## config.mk

```make
export PLATFORM = sky130hd
export DESIGN_NAME = mdio_phy_resp
export DESIGN_NICKNAME = d
export VERILOG_FILES = /design/src/rtl/mdio_resp_pkg.sv /design/src/rtl/mdio_cmd_decode.sv /design/src/rtl/phy_regfile.sv /design/src/rtl/mdio_phy_resp.sv
export SDC_FILE = /design/constraint.sdc
export NUM_CORES = 1
export LEC_CHECK = 0
export BUFFER_PORTS_ARGS = -buffer_cell sky130_fd_sc_hd__buf_2
export CORE_ASPECT_RATIO = 1.4
export CORE_UTILIZATION = 55
export CTS_BUF_LIST = sky130_fd_sc_hd__clkbuf_8 sky130_fd_sc_hd__clkbuf_16
export CTS_CLUSTER_SIZE = 40
export DETAILED_ROUTE_END_ITERATION = 7
export PLACE_DENSITY = 0.72
export SETUP_SLACK_MARGIN = 0.2
export SLEW_MARGIN = 20
export SYNTH_ARGS = -nofsm -noshare
export SYNTH_HDL_FRONTEND = slang
export SYNTH_SLANG_ARGS = --single-unit
export TNS_END_PERCENT = 5
```

## constraint.sdc

```tcl
create_clock -name clk -period 8 [get_ports clk]
set_input_delay 0 -clock clk [delete_from_list [all_inputs] [get_ports clk]]
set_output_delay 0 -clock clk [all_outputs]
set_load 0.03 [all_outputs]
```

## src/rtl/mdio_resp_pkg.sv

```systemverilog
package mdio_resp_pkg;

  localparam int PHY_DW   = 16;
  localparam int PHY_NREG = 32;
  localparam int PHY_IW   = $clog2(PHY_NREG);

  // host word indices
  localparam int HW_CTRL = 0;
  localparam int HW_CMD  = 1;
  localparam int HW_WDAT = 2;
  localparam int HW_RDAT = 3;

  // command word layout
  localparam int CMD_PHY_LSB = 24;
  localparam int CMD_REG_LSB = 16;
  localparam int CMD_OP_LSB  = 14;
  localparam int CMD_GO_BIT  = 11;
  localparam int CMD_RDY_BIT = 7;

  localparam logic [1:0] OPC_WR = 2'd1;
  localparam logic [1:0] OPC_RD = 2'd2;

  // control word layout
  localparam int CTL_W      = 7;
  localparam int CTL_EN_BIT = 6;
  localparam int CTL_DIV_W  = 6;

  // PHY register numbers with special behaviour
  localparam int PR_BASIC   = 0;
  localparam int PR_STATUS  = 1;
  localparam int PR_ID_HI   = 2;
  localparam int PR_ID_LO   = 3;
  localparam int PR_ADV     = 4;
  localparam int PR_PARTNER = 5;
  localparam int PR_SPEC    = 17;
  localparam int PR_DIAG    = 18;

  localparam logic [PHY_DW-1:0] RST_BASIC  = 16'h3100;
  localparam logic [PHY_DW-1:0] RST_ID_HI  = 16'h0300;
  localparam logic [PHY_DW-1:0] RST_ID_LO  = 16'hE400;
  localparam logic [PHY_DW-1:0] RST_ADV    = 16'h01E1;
  localparam logic [PHY_DW-1:0] BASIC_CLR  = 16'h8200;
  localparam logic [PHY_DW-1:0] STAT_UP    = 16'h782E;
  localparam logic [PHY_DW-1:0] PARTNER_K  = 16'h4001;
  localparam logic [PHY_DW-1:0] ADV_ABIL   = 16'h01E0;
  localparam logic [PHY_DW-1:0] SPEC_VAL   = 16'h8000;

  typedef struct packed {
    logic [4:0] phy;
    logic [PHY_IW-1:0] idx;
    logic [1:0] op;
    logic       go;
  } cmd_fields_t;

endpackage

```

## src/rtl/mdio_cmd_decode.sv

```systemverilog
module mdio_cmd_decode
  import mdio_resp_pkg::*;
#(
  parameter int HOST_DW  = 32,
  parameter logic [4:0] PHY_ADDR = 5'd7
) (
  input  logic [HOST_DW-1:0] cmd,
  output cmd_fields_t        fld,
  output logic               hit,
  output logic               do_wr,
  output logic               do_rd,
  output logic               bad_op
);

  logic unused_bits;
  assign unused_bits = ^{cmd[HOST_DW-1:CMD_PHY_LSB+5],
                         cmd[CMD_PHY_LSB-1:CMD_REG_LSB+PHY_IW],
                         cmd[CMD_OP_LSB-1:CMD_GO_BIT+1],
                         cmd[CMD_GO_BIT-1:0]};

  always_comb begin
    fld.phy = cmd[CMD_PHY_LSB +: 5];
    fld.idx = cmd[CMD_REG_LSB +: PHY_IW];
    fld.op  = cmd[CMD_OP_LSB +: 2];
    fld.go  = cmd[CMD_GO_BIT];
    hit     = (fld.phy == PHY_ADDR);
    do_wr   = fld.go && (fld.op == OPC_WR);
    do_rd   = fld.go && (fld.op == OPC_RD);
    bad_op  = fld.go && (fld.op != OPC_WR) && (fld.op != OPC_RD);
  end

endmodule

```

## src/rtl/phy_regfile.sv

```systemverilog
module phy_regfile
  import mdio_resp_pkg::*;
(
  input  logic              clk,
  input  logic              rst,
  input  logic              link,
  input  logic              wr_en,
  input  logic              rd_en,
  input  logic [PHY_IW-1:0] idx,
  input  logic [PHY_DW-1:0] wdata,
  output logic [PHY_DW-1:0] rd_val
);

  // plain storage, no reset, synchronous read: maps onto block RAM
  logic [PHY_DW-1:0] mem [PHY_NREG];
  logic [PHY_DW-1:0] mem_q;

  // registers with defined reset values live in flops
  logic [PHY_DW-1:0] r_basic, r_idhi, r_idlo, r_adv;
  logic [PHY_DW-1:0] calc_val, calc_q;
  logic              use_calc, sel_q;
  logic              spd100, fdx;

  always_ff @(posedge clk) begin
    if (wr_en) mem[idx] <= wdata;
    if (rd_en) mem_q <= mem[idx];
  end

  always_comb begin
    spd100   = r_adv[7] | r_adv[8];
    fdx      = r_adv[8] | r_adv[6];
    use_calc = 1'b1;
    calc_val = '0;
    case (idx)
      PHY_IW'(PR_BASIC):   calc_val = r_basic;
      PHY_IW'(PR_ID_HI):   calc_val = r_idhi;
      PHY_IW'(PR_ID_LO):   calc_val = r_idlo;
      PHY_IW'(PR_ADV):     calc_val = r_adv;
      PHY_IW'(PR_STATUS):  calc_val = link ? STAT_UP : '0;
      PHY_IW'(PR_PARTNER): calc_val = PARTNER_K | (r_adv & ADV_ABIL);
      PHY_IW'(PR_SPEC):    calc_val = SPEC_VAL;
      PHY_IW'(PR_DIAG):    calc_val = link ? {4'b0, fdx, spd100, 10'b0} : '0;
      default:             use_calc = 1'b0;
    endcase
  end

  always_ff @(posedge clk) begin
    if (rst) begin
      r_basic <= RST_BASIC;
      r_idhi  <= RST_ID_HI;
      r_idlo  <= RST_ID_LO;
      r_adv   <= RST_ADV;
      calc_q  <= '0;
      sel_q   <= 1'b0;
    end else begin
      if (wr_en) begin
        case (idx)
          PHY_IW'(PR_BASIC): r_basic <= wdata & ~BASIC_CLR;
          PHY_IW'(PR_ID_HI): r_idhi  <= wdata;
          PHY_IW'(PR_ID_LO): r_idlo  <= wdata;
          PHY_IW'(PR_ADV):   r_adv   <= wdata;
          default: r_basic <= r_basic & ~BASIC_CLR;
        endcase
      end
      if (rd_en) begin
        calc_q <= calc_val;
        sel_q  <= use_calc;
      end
    end
  end

  assign rd_val = sel_q ? calc_q : mem_q;

endmodule

```

## src/rtl/mdio_phy_resp.sv

```systemverilog
module mdio_phy_resp
  import mdio_resp_pkg::*;
#(
  parameter int ADDR_W  = 2,
  parameter int HOST_DW = 32,
  parameter logic [4:0] PHY_ADDR = 5'd7
) (
  input  logic               clk,
  input  logic               rst,
  input  logic               link_up,
  input  logic [ADDR_W-1:0]  bus_addr,
  input  logic               bus_we,
  input  logic [HOST_DW-1:0] bus_wdata,
  output logic [HOST_DW-1:0] bus_rdata,
  output logic               cfg_err
);

  logic [CTL_W-1:0]   ctrl_q;
  logic [HOST_DW-1:0] cmd_q, wdat_q, rdat_q;
  logic               link_q;
  logic               pend_rd, pend_miss;

  cmd_fields_t fld;
  logic hit, do_wr, do_rd, bad_op;
  logic cmd_wr, ctl_wr, ctl_bad;
  logic rf_wr, rf_rd;
  logic [PHY_DW-1:0] rf_val;

  mdio_cmd_decode #(.HOST_DW(HOST_DW), .PHY_ADDR(PHY_ADDR)) u_dec (
    .cmd    (bus_wdata),
    .fld    (fld),
    .hit    (hit),
    .do_wr  (do_wr),
    .do_rd  (do_rd),
    .bad_op (bad_op)
  );

  assign cmd_wr  = bus_we && (bus_addr == ADDR_W'(HW_CMD));
  assign ctl_wr  = bus_we && (bus_addr == ADDR_W'(HW_CTRL));
  assign ctl_bad = bus_wdata[CTL_EN_BIT] && (bus_wdata[CTL_DIV_W-1:0] == '0);
  assign rf_wr   = cmd_wr && do_wr && hit;
  assign rf_rd   = cmd_wr && do_rd && hit;

  phy_regfile u_rf (
    .clk    (clk),
    .rst    (rst),
    .link   (link_q),
    .wr_en  (rf_wr),
    .rd_en  (rf_rd),
    .idx    (fld.idx),
    .wdata  (wdat_q[PHY_DW-1:0]),
    .rd_val (rf_val)
  );

  always_ff @(posedge clk) begin
    if (rst) begin
      ctrl_q    <= '0;
      cmd_q     <= '0;
      wdat_q    <= '0;
      rdat_q    <= '0;
      link_q    <= 1'b1;
      pend_rd   <= 1'b0;
      pend_miss <= 1'b0;
      cfg_err   <= 1'b0;
    end else begin
      link_q    <= link_up;
      pend_rd   <= cmd_wr && do_rd;
      pend_miss <= !hit;
      cfg_err   <= (cmd_wr && bad_op) || (ctl_wr && ctl_bad);
      if (ctl_wr) ctrl_q <= bus_wdata[CTL_W-1:0];
      if (cmd_wr) cmd_q <= bus_wdata;
      if (bus_we && bus_addr == ADDR_W'(HW_WDAT)) wdat_q <= bus_wdata;
      if (pend_rd)
        rdat_q <= HOST_DW'(pend_miss ? {PHY_DW{1'b1}} : rf_val);
      else if (bus_we && bus_addr == ADDR_W'(HW_RDAT))
        rdat_q <= bus_wdata;
    end
  end

  always_ff @(posedge clk) begin
    if (rst) begin
      bus_rdata <= '0;
    end else begin
      case (bus_addr)
        ADDR_W'(HW_CTRL): bus_rdata <= HOST_DW'(ctrl_q);
        ADDR_W'(HW_CMD):  bus_rdata <= cmd_q | (HOST_DW'(1) << CMD_RDY_BIT);
        ADDR_W'(HW_WDAT): bus_rdata <= wdat_q;
        ADDR_W'(HW_RDAT): bus_rdata <= rdat_q;
        default:          bus_rdata <= '0;
      endcase
    end
  end

endmodule

```

==> run metrics <==
Avg Inst Size Synth=14.6 um2; Net Sw Frac=0.214; outcome=complete, no violations; core area=51,400 um2; port buffer count=70; Synth async-reset ratio=0; commonest non-fill, non-tap cell in the layout=edfxtp_1; Final Hold Viols=0; post-CTS sizing=0; Slew Limit Fails=0; Bufs on Longest Clock Path=3; total of max-cap violations=0; Max VDD drop=0.000218 V; Cell variety after synth=54; largest net degree at the start of global routing=111; Hold Path Class=input pin to register; RSZ-0062 raised after global routing=no; number of enable flip-flop cells after synthesis=528; max_slew headroom=0.272; DR vias=17,317; die area=53,200 um2; I/O Pins=71; Root Driver=clkbuf_16; H-tree levels=3; most frequent cells in the layout=edfxtp_1 (528), nand2_1 (307), dfxtp_1 (216), a21oi_1 (186), mux2i_1 (122); Comb power frac=0.047; Power, Total=7700 uW; fin util=0.632; CTS Sinks=745; number of global-route vias before repair=17,350; crit end category=register; pre-CTS setup slack=4.40 ns; WS Path Type=input pin to register; critical path launch point type=input pin; register area share after synthesis=0.703; Via density=6.23; post-synth net total=2,003; antenna-violating nets left=0; Mapped Area=28,700 um2; clock network power share=0.415; Clock Skews=0.0261 ns; leakage power total=0.0103 uW; drt pass-1 iters=6; setup tns final=0 ns; Final GP Congestion=0.982; Worst Max-Slew Pin Slew=1.09 ns; Area growth syn-to-layout=12.9%; Final Cycle Share=0.440; Chip Width=195 um; Sequential Power Share=0.538; fin worst setup slack=4.48 ns; drt wl/cell=25.7 um; CP max FO=32; Routed WL=71,400 um; Power Internal=6050 uW; Die Ht=272 um; DRC violations left=0; CTS tree=built; total grt overflow=0; pwr dens=237 nW/um2; post-DP HPWL=42,600 um; YS warnings=0; crit path DAT=4.05 ns; min Tclk post-route=3.52 ns; #FFs+latches synth=745; Critical Path RT=8.53 ns; # nets final=2,114; Filler cells=3,633; setup repair bufs after CTS=0; layout cell share with drive strength beyond 1=0.168; GRT Total Usage=0.275; number of CTS-inserted buffers=70; initial core utilization=0.559; Peak Freq=284 MHz; Mapped Cells=1,965; NetSw=1650 uW; Row Count=98; DRT iter0 DRCs=1,897; CTS clk-pin slew, worst paths=0.06 ns; # setup viols final=0; clk_lat worst skew=0.62 ns; Synth Flop Type=edfxtp_1; Ant. Diodes=0; first-pass GRT wire length=108,000 um; CTS Hold Bufs=35; initial antenna violation count=0
synthesized netlist by cell type, drive strengths merged (3+ instances only):
cell type / count / area share
nor2: 105 / 0.014
nand3: 9 / 0.0016
and3: 3 / 0.00065
nor2b: 15 / 0.0033
or4: 3 / 0.00078
buf: 48 / 0.0081
a22o: 16 / 0.0049
and2: 22 / 0.0048
or2: 3 / 0.00065
a211oi: 47 / 0.012
o21ai: 22 / 0.0038
clkbuf: 84 / 0.011
a221oi: 7 / 0.0021
mux4: 106 / 0.083
dfxtp: 217 / 0.15
a221o: 4 / 0.0014
nand2: 307 / 0.040
mux2i: 122 / 0.042
o221ai: 30 / 0.0091
nor3: 6 / 0.0010
a21oi: 190 / 0.034
nand3b: 16 / 0.0042
inv: 4 / 0.00052
or3: 3 / 0.00065
edfxtp: 528 / 0.55
nand2b: 5 / 0.0013
a22oi: 20 / 0.0052
power groups by stage:
stage | combinational, uW | clock, uW | sequential (uW)
6_report | 365 | 3190 | 4140
5_1_grt | 385 | 3390 | 4140
4_1_cts | 363 | 3240 | 4140
3_5_place_dp | 348 | 0 | 4220
3_3_place_gp | 342 | 0 | 4220
2_1_floorplan | 203 | 0 | 4240
final timing paths:
path	from	to	slack (ns)	cells past startpoint
worst max-delay path	bus_wdata[19]	u_rf.r_idlo[4]	4.48	8
worst min register to register	cmd_q[13]	cmd_q[13]	0.45	2
worst max register to register	u_rf.mem[0][14]	u_rf.mem_q[14]	5.59	5
worst min-delay path	bus_wdata[16]	wdat_q[16]	0.05	3
routing by layer:
metal  wire length [um]  global-route usage  up-vias
li1                   -                   -     7650
met4               3560               0.151        0
met2              36900               0.473      779
met3               4430              0.0355      137
met5                  0                   0        -
met1              26500               0.337     8751
cell families after synthesis:
family | after synthesis | share of synthesized area
flip-flops | 745 | 0.703
multiplexers | 229 | 0.126
buffers and inverters | 138 | 0.0201
AO/OA/AOI/OAI | 344 | 0.0749
AND/OR/NAND/NOR | 509 | 0.0762
area by class of cell:
| type | instances | area [um2] | area share |
|---|---|---|---|
| Clock inverter | 50 | 315 | 0.00972 |
| Tap cell | 650 | 813 | 0.0251 |
| Inverter | 6 | 27.5 | 0.000848 |
| Sequential cell | 745 | 20200 | 0.623 |
| Timing Repair Buffer | 171 | 1220 | 0.0375 |
| Clock buffer | 77 | 1890 | 0.0583 |
| Multi-Input combinational cell | 1082 | 7980 | 0.246 |
state kept, by name, summed over array words and instances, names as in the netlist:
register      count
bus_rdata        32
cfg_err           1
cmd_q            31
ctrl_q            7
link_q            1
pend_miss         1
pend_rd           1
rdat_q           32
u_rf.calc_q      16
u_rf.mem        512
u_rf.mem_q       16
u_rf.r_adv       16
u_rf.r_basic     14
u_rf.r_idhi      16
u_rf.r_idlo      16
u_rf.sel_q        1
wdat_q           32
critical path, stage by stage:
cell and delay [ns]:
dlygate4sd3_1 0.53, buf_2 0.37, nor3_1 0.77, and2_0 0.71
nand2_1 0.60, inv_2 0.73, nand2_1 0.13, a21oi_1 0.18
through the flow:
step                      instance area (um2)  hold slack [ns]  std cells
after floorplan                         28700           0.0926       1965
after global placement                  29900            0.203       2619
after detailed placement                29900            0.186       2619
after CTS                               32400           0.0172       2781
after global routing                    32400           0.0642       2781
final                                   32400           0.0542       2781
Power figures use the tool's default switching activity.
